--- config.mk ---
export PLATFORM = sky130hd
export DESIGN_NAME = dbg_ctlstat_reg
export DESIGN_NICKNAME = d
export VERILOG_FILES = /design/src/rtl/dbgreg_pkg.sv /design/src/rtl/dbgreg_ctrl.sv /design/src/rtl/dbgreg_data.sv /design/src/rtl/dbg_ctlstat_reg.sv
export SDC_FILE = /design/constraint.sdc
export NUM_CORES = 1
export LEC_CHECK = 0
export BUFFER_PORTS_ARGS = -buffer_cell sky130_fd_sc_hd__buf_2
export CAP_MARGIN = 20
export CORE_ASPECT_RATIO = 0.8
export CORE_MARGIN = 3
export CORE_UTILIZATION = 40
export CTS_BUF_LIST = sky130_fd_sc_hd__clkbuf_4
export DETAILED_ROUTE_END_ITERATION = 8
export PLACE_DENSITY = 0.76
export SYNTH_ARGS = -nofsm -noshare
export SYNTH_HDL_FRONTEND = slang
export SYNTH_SLANG_ARGS = --single-unit
--- constraint.sdc ---
create_clock -name clk -period 1.3 [get_ports clk]
set_clock_uncertainty 0.05 [all_clocks]
set_input_delay 0.39 -clock clk [delete_from_list [all_inputs] [get_ports clk]]
set_output_delay 0.39 -clock clk [all_outputs]
set_load 0.1 [all_outputs]
--- src/rtl/dbgreg_pkg.sv ---
package dbgreg_pkg;
  localparam int REG_W = 32;
  localparam logic [5:0] ST_NONDEBUG = 6'b000010;
  localparam logic [5:0] ST_RESTART  = 6'b000001;

  typedef enum logic [1:0] {ACC_ERR, ACC_RO, ACC_RW} accMode_e;

  // strobes from bus control to datapath
  typedef struct packed {
    logic hit;
    logic wrEn;
    logic errRsp;
  } busStb_t;
endpackage

--- src/rtl/dbgreg_ctrl.sv ---
module dbgreg_ctrl
  import dbgreg_pkg::*;
#(
  parameter int ADDR_W = 12,
  parameter logic [ADDR_W-1:0] OFFSET = 12'h088
) (
  input  logic              clk,
  input  logic              anyRstN,
  input  logic              busSel,
  input  logic              busWr,
  input  logic [ADDR_W-1:0] busAddr,
  input  logic              corePowered,
  input  logic              doubleLock,
  input  logic              osLock,
  input  logic              swLock,
  input  logic [REG_W-1:0]  image,
  output busStb_t           stb,
  output logic              rspValid,
  output logic              rspErr,
  output logic [REG_W-1:0]  rspData
);
  accMode_e mode;
  logic hit;

  always_comb begin
    if (!corePowered || doubleLock || osLock) mode = ACC_ERR;
    else if (swLock)                           mode = ACC_RO;
    else                                       mode = ACC_RW;
  end

  assign hit        = busSel && (busAddr == OFFSET);
  assign stb.hit    = hit;
  assign stb.wrEn   = hit && busWr && (mode == ACC_RW);
  assign stb.errRsp = hit && (mode == ACC_ERR);

  always_ff @(posedge clk or negedge anyRstN) begin
    if (!anyRstN) begin
      rspValid <= 1'b0;
      rspErr   <= 1'b0;
      rspData  <= '0;
    end else begin
      rspValid <= hit;
      rspErr   <= stb.errRsp;
      rspData  <= (hit && !busWr && (mode != ACC_ERR)) ? image : '0;
    end
  end

  // no response for a missed address
  assert_no_rsp_on_miss_R1: assert property (@(posedge clk) disable iff (!anyRstN)
    (!busSel || busAddr != OFFSET) |=> !rspValid);
  // locked or unpowered access answers with error
  assert_err_when_locked_R2: assert property (@(posedge clk) disable iff (!anyRstN)
    (hit && (!corePowered || doubleLock || osLock)) |=> (rspErr && rspData == '0));
endmodule

--- src/rtl/dbgreg_data.sv ---
module dbgreg_data
  import dbgreg_pkg::*;
(
  input  logic             clk,
  input  logic             coldRstN,
  input  busStb_t          stb,
  input  logic [REG_W-1:0] wdata,
  input  logic             dbgEntry,
  input  logic             inDebug,
  input  logic             entrySecure,
  input  logic             secInvDbgEn,
  input  logic             nsState,
  input  logic [1:0]       curEl,
  input  logic [3:0]       elWidth,
  input  logic             serrPending,
  input  logic [5:0]       haltCause,
  input  logic             restarting,
  input  logic             retirePulse,
  input  logic             clrPipeAdv,
  input  logic             excInDebug,
  input  logic             rxFull,
  input  logic             txFull,
  input  logic             itrEmpty,
  input  logic             rxOverrun,
  input  logic             txUnderrun,
  input  logic             itrOverrun,
  output logic [REG_W-1:0] image
);
  logic       traceOvr, trapAcc, memAcc, smpCtx, haltEn;
  logic [1:0] intDis;
  logic       itrOvr, rxOvr, txUnd, errFlag, pipeAdv, sddHeld;
  logic [5:0] statusHeld;
  logic       anyFault;

  assign anyFault = rxOverrun || txUnderrun || itrOverrun || (excInDebug && inDebug);

  always_ff @(posedge clk or negedge coldRstN) begin
    if (!coldRstN) begin
      traceOvr   <= 1'b0;
      intDis     <= 2'b00;
      trapAcc    <= 1'b0;
      memAcc     <= 1'b0;
      smpCtx     <= 1'b0;
      haltEn     <= 1'b0;
      itrOvr     <= 1'b0;
      rxOvr      <= 1'b0;
      txUnd      <= 1'b0;
      errFlag    <= 1'b0;
      pipeAdv    <= 1'b0;
      sddHeld    <= 1'b0;
      statusHeld <= ST_NONDEBUG;
    end else begin
      if (stb.wrEn) begin
        traceOvr <= wdata[31];
        intDis   <= wdata[23:22];
        trapAcc  <= wdata[21];
        memAcc   <= wdata[20];
        smpCtx   <= wdata[19];
        haltEn   <= wdata[14];
      end
      if (dbgEntry) begin
        memAcc     <= 1'b0;
        sddHeld    <= entrySecure ? 1'b0 : ~secInvDbgEn;
        statusHeld <= haltCause;
      end
      if (dbgEntry)        itrOvr <= 1'b0;
      else if (itrOverrun) itrOvr <= 1'b1;
      if (rxOverrun)  rxOvr   <= 1'b1;
      if (txUnderrun) txUnd   <= 1'b1;
      if (anyFault)   errFlag <= 1'b1;
      if (clrPipeAdv)       pipeAdv <= 1'b0;
      else if (retirePulse) pipeAdv <= 1'b1;
    end
  end

  always_comb begin
    image        = '0;
    image[31]    = traceOvr;
    image[30]    = rxFull;
    image[29]    = txFull;
    image[28]    = itrOvr;
    image[27]    = rxOvr;
    image[26]    = txUnd;
    image[25]    = pipeAdv;
    image[24]    = itrEmpty;
    image[23:22] = intDis;
    image[21]    = trapAcc;
    image[20]    = memAcc;
    image[19]    = smpCtx;
    image[18]    = inDebug ? nsState : 1'b0;
    image[16]    = inDebug ? sddHeld : ~secInvDbgEn;
    image[14]    = haltEn;
    image[13:10] = inDebug ? elWidth : 4'hF;
    image[9:8]   = inDebug ? curEl : 2'b00;
    image[7]     = inDebug ? serrPending : 1'b0;
    image[6]     = errFlag;
    image[5:0]   = inDebug ? statusHeld : (restarting ? ST_RESTART : ST_NONDEBUG);
  end

  // cumulative error never clears without cold reset
  assert_err_sticky_R5: assert property (@(posedge clk) disable iff (!coldRstN)
    errFlag |=> errFlag);
  // clear command beats retire
  assert_pipe_clear_wins_R7: assert property (@(posedge clk) disable iff (!coldRstN)
    clrPipeAdv |=> !pipeAdv);
  // entry forces memory access mode and instruction overrun low
  assert_entry_clears_R8: assert property (@(posedge clk) disable iff (!coldRstN)
    dbgEntry |=> (!memAcc && !itrOvr));
  // control bits move only on an accepted write
  assert_ctrl_hold_R3: assert property (@(posedge clk) disable iff (!coldRstN)
    (!stb.wrEn && !dbgEntry) |=> $stable({traceOvr, intDis, trapAcc, memAcc, smpCtx, haltEn}));
  // receive overrun stays set
  assert_rxovr_sticky_R6: assert property (@(posedge clk) disable iff (!coldRstN)
    rxOvr |=> rxOvr);
endmodule

--- src/rtl/dbg_ctlstat_reg.sv ---
module dbg_ctlstat_reg
  import dbgreg_pkg::*;
#(
  parameter int ADDR_W = 12,
  parameter logic [ADDR_W-1:0] OFFSET = 12'h088
) (
  input  logic              clk,
  input  logic              coldRstN,
  input  logic              warmRstN,
  input  logic              extDbgRstN,
  input  logic              busSel,
  input  logic              busWr,
  input  logic [ADDR_W-1:0] busAddr,
  input  logic [31:0]       busWdata,
  output logic              rspValid,
  output logic              rspErr,
  output logic [31:0]       rspData,
  input  logic              corePowered,
  input  logic              doubleLock,
  input  logic              osLock,
  input  logic              swLock,
  input  logic              dbgEntry,
  input  logic              inDebug,
  input  logic              entrySecure,
  input  logic              secInvDbgEn,
  input  logic              nsState,
  input  logic [1:0]        curEl,
  input  logic [3:0]        elWidth,
  input  logic              serrPending,
  input  logic [5:0]        haltCause,
  input  logic              restarting,
  input  logic              retirePulse,
  input  logic              clrPipeAdv,
  input  logic              excInDebug,
  input  logic              rxFull,
  input  logic              txFull,
  input  logic              itrEmpty,
  input  logic              rxOverrun,
  input  logic              txUnderrun,
  input  logic              itrOverrun
);
  busStb_t stb;
  logic [REG_W-1:0] image;
  logic anyRstN;

  assign anyRstN = coldRstN & warmRstN & extDbgRstN;

  dbgreg_ctrl #(.ADDR_W(ADDR_W), .OFFSET(OFFSET)) u_ctrl (
    .clk(clk), .anyRstN(anyRstN), .busSel(busSel), .busWr(busWr), .busAddr(busAddr),
    .corePowered(corePowered), .doubleLock(doubleLock), .osLock(osLock), .swLock(swLock),
    .image(image), .stb(stb), .rspValid(rspValid), .rspErr(rspErr), .rspData(rspData)
  );

  dbgreg_data u_data (
    .clk(clk), .coldRstN(coldRstN), .stb(stb), .wdata(busWdata),
    .dbgEntry(dbgEntry), .inDebug(inDebug), .entrySecure(entrySecure),
    .secInvDbgEn(secInvDbgEn), .nsState(nsState), .curEl(curEl), .elWidth(elWidth),
    .serrPending(serrPending), .haltCause(haltCause), .restarting(restarting),
    .retirePulse(retirePulse), .clrPipeAdv(clrPipeAdv), .excInDebug(excInDebug),
    .rxFull(rxFull), .txFull(txFull), .itrEmpty(itrEmpty),
    .rxOverrun(rxOverrun), .txUnderrun(txUnderrun), .itrOverrun(itrOverrun),
    .image(image)
  );
endmodule

# ---- Yosys cells after proc, flatten, opt, wreduce, memory -nomap -nowiden
# Cells that the tools add are included.
dict set report op_classes {
  order_cmp 0
  n_shift 0
  eq_ne 2
  div_mod_pow 0
  reduce_logical 19
  n_bitwise 3
  muxes 17
  n_mul 0
  add_sub_neg 0
}
# op n
set ops {}
lappend ops {{$mux 32} 1}
lappend ops {{$eq 12x8->1 const B} 1}
lappend ops {{$mux 1} 10}
lappend ops {{$mux 2} 4}
lappend ops {{$reduce_bool 2->1} 4}
lappend ops {{$logic_and 1x1->1} 7}
lappend ops {{$mux 6} 1}
lappend ops {{$logic_or 1x1->1} 5}
lappend ops {{$mux 4} 1}
lappend ops {{$and 1x1->1} 2}
lappend ops {{$eq 2x2->1 const B} 1}
lappend ops {{$logic_not 1->1} 2}
lappend ops {{$logic_not 2->1} 1}
lappend ops {{$not 1->1} 1}
dict set report word_totals {
  ram_bits 0
  ff_bits 53
  mem_count 0
  wordCells 57
  romBits 0
  in_bits 82
  latchBits 0
  out_inout_bits 34
}

# ---- Logic depth before layout (Yosys ltp)
# Gate-level depths: netlist of the first run.
dict set report logic_depth {
  ltp_word 8
  ltp_mapped 6
}

# ---- Hierarchy
# Synthesis of the first run repeated with hierarchy kept, for this count alone.
dict set report hier_totals {
  hier_cells 200
  area_unflattened_um2 2504.9
}
# mod instances area_each_um2 cells_per_inst seq_area_each_um2
set modules_own_cells {}
lappend modules_own_cells {dbgreg_ctrl 1 1564.0 119 850.8}
lappend modules_own_cells {dbgreg_data 1 934.6 80 476.7}
lappend modules_own_cells {dbg_ctlstat_reg 1 6.3 1 0.0}

# ---- Worst setup path before layout of the first run
# OpenSTA, ideal clock, no wires.
dict set report synth_timing {
  path_type {in2reg}
  from {input busAddr[9]}
  to {register u_data.haltEn}
  setup_time_ns 0.125
  path_stages 6
  arrival_time_ns 1.510
  path_slack_ns -0.385
  path_cell_list {nor4_2 nand4_2 inv_1 and3_1 buf_6 mux2_4}
}
# item line
set synth_rtl {}
lappend synth_rtl {{start: declaration} dbg_ctlstat_reg.sv:13} ;# input logic [ADDR_W-1:0] busAddr,
lappend synth_rtl {{end signal: assignment} dbgreg_data.sv:59} ;# haltEn <= wdata[14];
lappend synth_rtl {{end: declaration} dbgreg_data.sv:29} ;# logic traceOvr, trapAcc, memAcc, smpCtx, haltEn;

# ---- Worst setup path in the final report of the first run
dict set report layout_timing {
  from {input busAddr[10]}
  to {register u_ctrl.rspData[9]}
}
dict set report layout_via {
  elab_chain_cells 5
}
# item line
set layout_rtl {}
lappend layout_rtl {{$eq 12x8->1} dbgreg_ctrl.sv:31} ;# assign hit = busSel && (busAddr == OFFSET);
lappend layout_rtl {{$logic_and 1x1->1} dbgreg_ctrl.sv:31}
lappend layout_rtl {{$logic_and 1x1->1 (2 in a row)} dbgreg_ctrl.sv:44} ;# rspData <= (hit && !busWr && (mode != ACC_ERR)) ? image : '0;
lappend layout_rtl {{$mux 32} dbgreg_ctrl.sv:44}
lappend layout_rtl {{end signal: assignment} dbgreg_ctrl.sv:44}
lappend layout_rtl {{end: declaration} dbgreg_ctrl.sv:20} ;# output logic [REG_W-1:0] rspData
# No other way between the ends.
# A chain may end at the register's enable or synchronous reset.

==> flow_metrics.tcl, run 1 <==
set metrics [dict create \
    max_freq_mhz 680 \
    setup_ws_ns -0.171 \
    rsz0062_at_grt "yes" \
    critPathArrivalTime_ns 1.73 \
    drt_wl_total_um 4630 \
    syn_area_per_cell_um2 13.7 \
    ys_seq_area_frac 0.663 \
    cp.buffers_inverters 4 \
    setup_viol 68 \
    via_count 1402 \
    p_sw_mw 0.603 \
    rrSetupSlack_ns 0.38 \
    fin_setup_tns_ns -8.13 \
    internal_power_mw 1.93 \
    wire_per_inst_um 15.4 \
    grt_usage 0.160 \
    yosys_warnings 0 \
    route.detailed.drc 0 \
    p_leak_nw 1.52 \
    cp_data_required_time_ns 1.56 \
    ir_drop_v 0.000676 \
    drtPass1Iterations 4 \
    run_status "finished with violations" \
    initial_utilization 0.437 \
    maxSlewViolCount 0 \
    grt_pass1_wl_um 6870 \
    async_flop_share 1.00 \
    sw_frac_of_total 0.238 \
    antenna_cells 0 \
    ys_top_cells_by_count "dfrtp_1, and2_1, and3_1, nor2_1, mux2_2" \
    yosysTopAreaCellShare 0.649 \
    yosysMostFrequentCell "dfrtp_1" \
    grt_pass1_vias 1432 \
    violations "negative setup slack" \
    area_growth_pct 68.5 \
    cts_buffers 5 \
    drt_iter0_drc 50 \
    dpl_worst_slack_ns -0.581 \
    fin_crit_ns 1.47 \
    p_comb_frac 0.096 \
    min_path_type "in2async" \
    post-dp-hpwl_um 3430 \
    h-tree-depth 2 \
    io_buffers 88 \
    worst_path_largest_cell_delay_ns 0.29 \
    netlist_instances 141 \
    synth_top_area_cell "dfrtp_1" \
    antenna_found_initial 0 \
    fin_crit_sh 1.13 \
    critPathLaunchType "input pin" \
    die_area_um2 5690 \
    synth.distinct_cells 31 \
    core_um2 4410 \
    drv_cap 0 \
    die_y_um 68.1 \
    clk_latency_ns 0.36 \
    crit_cells 8 \
    pwr-share-seq 0.642 \
    drtAntennaViolNets 0 \
    synth_flop_cell "dfrtp_1" \
    hold_viol_final 0 \
    clk_pin_slew_ns 0.14 \
    synth-edff-count 0 \
    crit_top_cell "buf_6" \
    powerDensity_nw_per_um2 780 \
    endpoint_kind "register" \
    cts_tree "built" \
    worstPathMaxFanout 6 \
    cts.sinks 51 \
    overflow 0 \
    cts.root.buffer_cell "clkbuf_4" \
    clkPwrFrac 0.261 \
    crit_slowest_cell "nor4_4" \
    synth_seq_cells 51 \
    path_class "in2reg" \
    clk_path_buf_depth 2 \
    crit_family "simple AND/OR/NAND/NOR gates" \
    grt_max_degree 33 \
    placementRows 21 \
    die_w_um 83.6 \
    num_io_pins 116 \
    drive_gt1_frac 0.742 \
    gp_congestion 0.729 \
    via_per_inst 4.66 \
    syn_area_um2 1930 \
    crit_chain "buf_6, nor4_4, nand4_2, buf_6, nor3_4, buf_12, clkbuf_16, and3_1" \
    reg2reg_depth 2 \
    synthTopCellsByArea "dfrtp_1, and2_1, mux2_4, mux2_2, and3_1" \
    nets 325 \
]
## flip-flops by register name, indices dropped and copies added, names as in the netlist
name,count
u_ctrl.rspData,30
u_data.statusHeld,6
u_data.intDis,2
u_ctrl.rspErr,1
u_ctrl.rspValid,1
u_data.errFlag,1
u_data.haltEn,1
u_data.itrOvr,1
u_data.memAcc,1
u_data.pipeAdv,1
u_data.rxOvr,1
u_data.sddHeld,1
u_data.smpCtx,1
u_data.traceOvr,1
u_data.trapAcc,1
u_data.txUnd,1
## worst register-to-register path, delay by kind of cell, from the launching register on
kind | cells | cell delay (ns)
flops | 1 | 0.41
simple gates | 2 | 0.35
## cells by family (layout without fill, tap and decap cells)
| kind of cell | Yosys count | count (layout) | share of synthesized area |
|---|---|---|---|
| AND/OR/NAND/NOR | 53 | 53 | 0.173 |
| flip-flops | 51 | 51 | 0.663 |
| multiplexers | 14 | 14 | 0.0929 |
| buffers and inverters | 14 | 116 | 0.0403 |
| AO/OA/AOI/OAI | 8 | 8 | 0.0286 |
| other | 1 | 2 | 0.00195 |
## cells in the final DEF (no fill, tap or decap), types with 5 or more instances in the layout
cell      count
mux2_4        6
clkbuf_4      5
dfrtp_2      32
and3_1        7
and2_1        8
nor2_1        8
buf_6         7
and2_4        7
dfrtp_1      18
buf_4         5
buf_12       35
buf_2        53
mux2_2        7
a21oi_2       5
## final timing paths
kind / startpoint / end
setup reg to reg: u_data.errFlag / u_data.errFlag
hold / removal: warmRstN / u_ctrl.rspData[5]
hold reg to reg: u_data.rxOvr / u_data.rxOvr
setup / recovery: busAddr[10] / u_ctrl.rspData[9]
max in group asynchronous: coldRstN / u_ctrl.rspValid
min in group clk: clrPipeAdv / u_data.pipeAdv
## metal layers
layer  global-route usage  part of all wire  up-vias
met5                    0                 0        -
met4               0.0663             0.017        0
met3               0.0421             0.051        8
met2                0.283              0.52       48
met1                0.191              0.41      682
li1                     -                 -      664
## power by group through the flow
| stage | registers [mW] | clock network [mW] | logic (mW) |
|---|---|---|---|
| after global placement | 1.65 | 0 | 0.226 |
| final | 1.63 | 0.662 | 0.244 |
| after floorplan | 1.65 | 0 | 0.106 |
| after CTS | 1.63 | 0.691 | 0.244 |
| after detailed placement | 1.66 | 0 | 0.233 |
| after global routing | 1.63 | 0.756 | 0.266 |
## through the flow
| step | power (mW) | hold slack (ns) | instances | utilization | instance area [µm²] |
|---|---|---|---|---|---|
| 2_1_floorplan | 1.76 | 0.0444 | 142 | - | 1990 |
| 3_5_place_dp | 1.89 | 0.329 | 287 | 0.686 | 3030 |
| 6_report | 2.53 | 0.0597 | 301 | 0.736 | 3250 |
| 4_1_cts | 2.56 | 0.0402 | 298 | 0.711 | 3140 |
| 5_1_grt | 2.65 | 0.0369 | 301 | 0.736 | 3250 |
| 3_3_place_gp | 1.88 | 0.323 | 287 | 0.686 | 3030 |
## area by class of cell
class                   count  area (µm²)
clock buffers               5        37.5
fillers                   282        1170
repair buffers            103        1140
flip-flops and latches     51        1320
well taps                  57        71.3
multi-input cells          77         644
inverters                   5        18.8
clock inverters             3        15.0
## repair_timing
| action | 4_1_cts | 5_1_grt |
|---|---|---|
| cloned | 0 | 3 |
| hold buffers | 1 | 0 |
| pin swaps | 5 | 4 |
| hold endpoints to repair | 18 | 0 |
| endpoints found under the setup margin | 68 | 69 |
| setup buffers | 3 | 2 |
| resized for setup | 9 | 13 |
Power figures use the tool's default switching activity.
==> run 2, diff against run 1 <==
--- a/config.mk
+++ b/config.mk
@@ -7,7 +7,7 @@
 export LEC_CHECK = 0
 export BUFFER_PORTS_ARGS = -buffer_cell sky130_fd_sc_hd__buf_2
 export CAP_MARGIN = 20
-export CORE_ASPECT_RATIO = 0.8
+export CORE_ASPECT_RATIO = 1.5
 export CORE_MARGIN = 3
 export CORE_UTILIZATION = 40
 export CTS_BUF_LIST = sky130_fd_sc_hd__clkbuf_4
==> run 2 against run 1 <==
Sequential power is essentially flat. Critical endpoint is now u_data.smpCtx. Sequential cell count unchanged. Cell count is 3.3% higher. Utilization decreased by 2.4 points. Die area rose by 0.21%. Combinational power barely moved. Register-to-register slack got worse by 0.02 ns. Critical path depth is 1 lower. The flow still finishes with violations (negative setup slack).
==> flow_metrics.tcl, run 2 (synthesis gave the netlist of run 1 again) <==
set metrics [dict create \
    largest_reg_flops 30 \
    endpoint_kind "register" \
    via_per_inst 4.68 \
    die_y_um 91.0 \
    h-tree-depth 2 \
    placed_area_um2 3040 \
    drv_cap 0 \
    min_path_type "in2async" \
    antenna_cells 0 \
    multi_input_area_um2 616 \
    crit_slowest_cell "mux2_4" \
    fin_crit_ns 1.49 \
    grt_pass1_vias 1562 \
    postLayoutCoreUtil 0.711 \
    cp_data_required_time_ns 1.52 \
    fin_crit_sh 1.15 \
    drtPass1Iterations 4 \
    worstPathMaxFanout 6 \
    rsz0062_at_grt "yes" \
    reg_top3 "u_ctrl.rspData (30), u_data.statusHeld (6), u_data.intDis (2)" \
    nets 328 \
    regArea_um2 1320 \
    p_leak_nw 1.53 \
    maxSlewViolCount 0 \
    drtAntennaViolNets 0 \
    drive_gt1_frac 0.717 \
    crit_chain "buf_6, nor4_4, nand4_2, buf_4, inv_2, and3_4, mux2_4" \
    run_status "finished with violations" \
    mostFrequentLayoutCell "buf_2" \
    setup_ws_ns -0.191 \
    powerDensity_nw_per_um2 797 \
    route.detailed.drc 0 \
    area_growth_pct 69.0 \
    die_w_um 62.7 \
    antenna_found_initial 0 \
    post-dp-hpwl_um 3560 \
    final_cell_mix "buf_2, buf_12, dfrtp_2" \
    grt_pass1_wl_um 7420 \
    cts_buffers 5 \
    drt_wl_total_um 4760 \
    largest_register "u_ctrl.rspData" \
    die_area_um2 5700 \
    clk_pin_slew_ns 0.16 \
    initial_utilization 0.421 \
    ir_drop_v 0.000617 \
    hold_viol_final 0 \
    max_freq_mhz 671 \
    placementRows 30 \
    io_buffers 88 \
    violations "negative setup slack" \
    core_um2 4580 \
    fillers 333 \
    via_count 1457 \
    worst_path_largest_cell_delay_ns 0.32 \
    setup_viol 69 \
    gp_congestion 0.689 \
    overflow 0 \
    wire_per_inst_um 15.3 \
    path_class "in2reg" \
    critPathLaunchType "input pin" \
    fin_area_um2 3260 \
    dpl_worst_slack_ns -0.581 \
    cts.root.buffer_cell "clkbuf_4" \
    cts_tree "built" \
    critPathArrivalTime_ns 1.71 \
    clk_path_buf_depth 2 \
    grt_usage 0.166 \
    clk_latency_ns 0.37 \
    num_io_pins 116 \
    cts.sinks 51 \
    drt_iter0_drc 28 \
    grt_max_degree 33 \
]
-- run 2: changes by cell type in the layout (fill, tap and decap cells not counted), sizes merged --
cell,delta
buf,+3
clkinv,-2
clkinvlp,+1
inv,+1
-- run 2: worst max-delay path, delay by kind of cell --
kind                   cells  cell delay [ns]
muxes                      1             0.32
buffers and inverters      3             0.32
and+or+nand+nor            3             0.68
-- run 2: worst paths after layout --
path / startpoint / to / slack, ns / cells past startpoint
hold / removal: warmRstN / u_ctrl.rspData[21] / 0.07 / 3
hold reg to reg: u_data.txUnd / u_data.txUnd / 0.44 / 1
setup / recovery: busAddr[8] / u_data.smpCtx / -0.19 / 7
max in group asynchronous: coldRstN / u_ctrl.rspData[6] / 0.37 / 4
setup reg to reg: u_data.errFlag / u_data.errFlag / 0.36 / 2
min in group clk: clrPipeAdv / u_data.pipeAdv / 0.12 / 2
-- run 2: through the flow --
stage          hold slack (ns)  total power, mW  cells  setup TNS, ns
6_report                0.0686             2.59    311          -8.97
5_1_grt                 0.0708             2.71    311         -12.15
4_1_cts                 0.0682             2.62    306          -6.10
3_5_place_dp             0.332             1.89    295         -19.66
3_3_place_gp             0.331             1.88    295         -17.94
2_1_floorplan           0.0444             1.76    142          -7.84
-- run 2: timing repair --
item | CTS | global route
gates resized for setup | 10 | 0
endpoints found under the setup margin | 68 | 69
pin swaps | 4 | 3
gates cloned | 0 | 2
setup buffers | 3 | 3
hold buffers | 1 | 0
hold endpoints to repair | 18 | 0
-- run 2: report_power, final --
group | switching [mW] | internal, mW
Clock | 0.506 | 0.217
Combinational | 0.127 | 0.118
Sequential | 0.0124 | 1.61
-- run 2: layout make-up --
type / instances / share of cell area
inverters: 5 / 0.00576
repair buffers: 106 / 0.357
well taps: 64 / 0.0246
clock inverters: 3 / 0.00730
multi-input cells: 77 / 0.189
clock buffers: 5 / 0.0115
flip-flops and latches: 51 / 0.405
-- run 2: per-layer routing --
metal	global-route usage	wire length (µm)	vias to the layer above
met5	0	0	-
met3	0.0347	285	8
met2	0.312	2710	61
met4	0.0608	95	0
li1	-	-	669
met1	0.181	1660	719
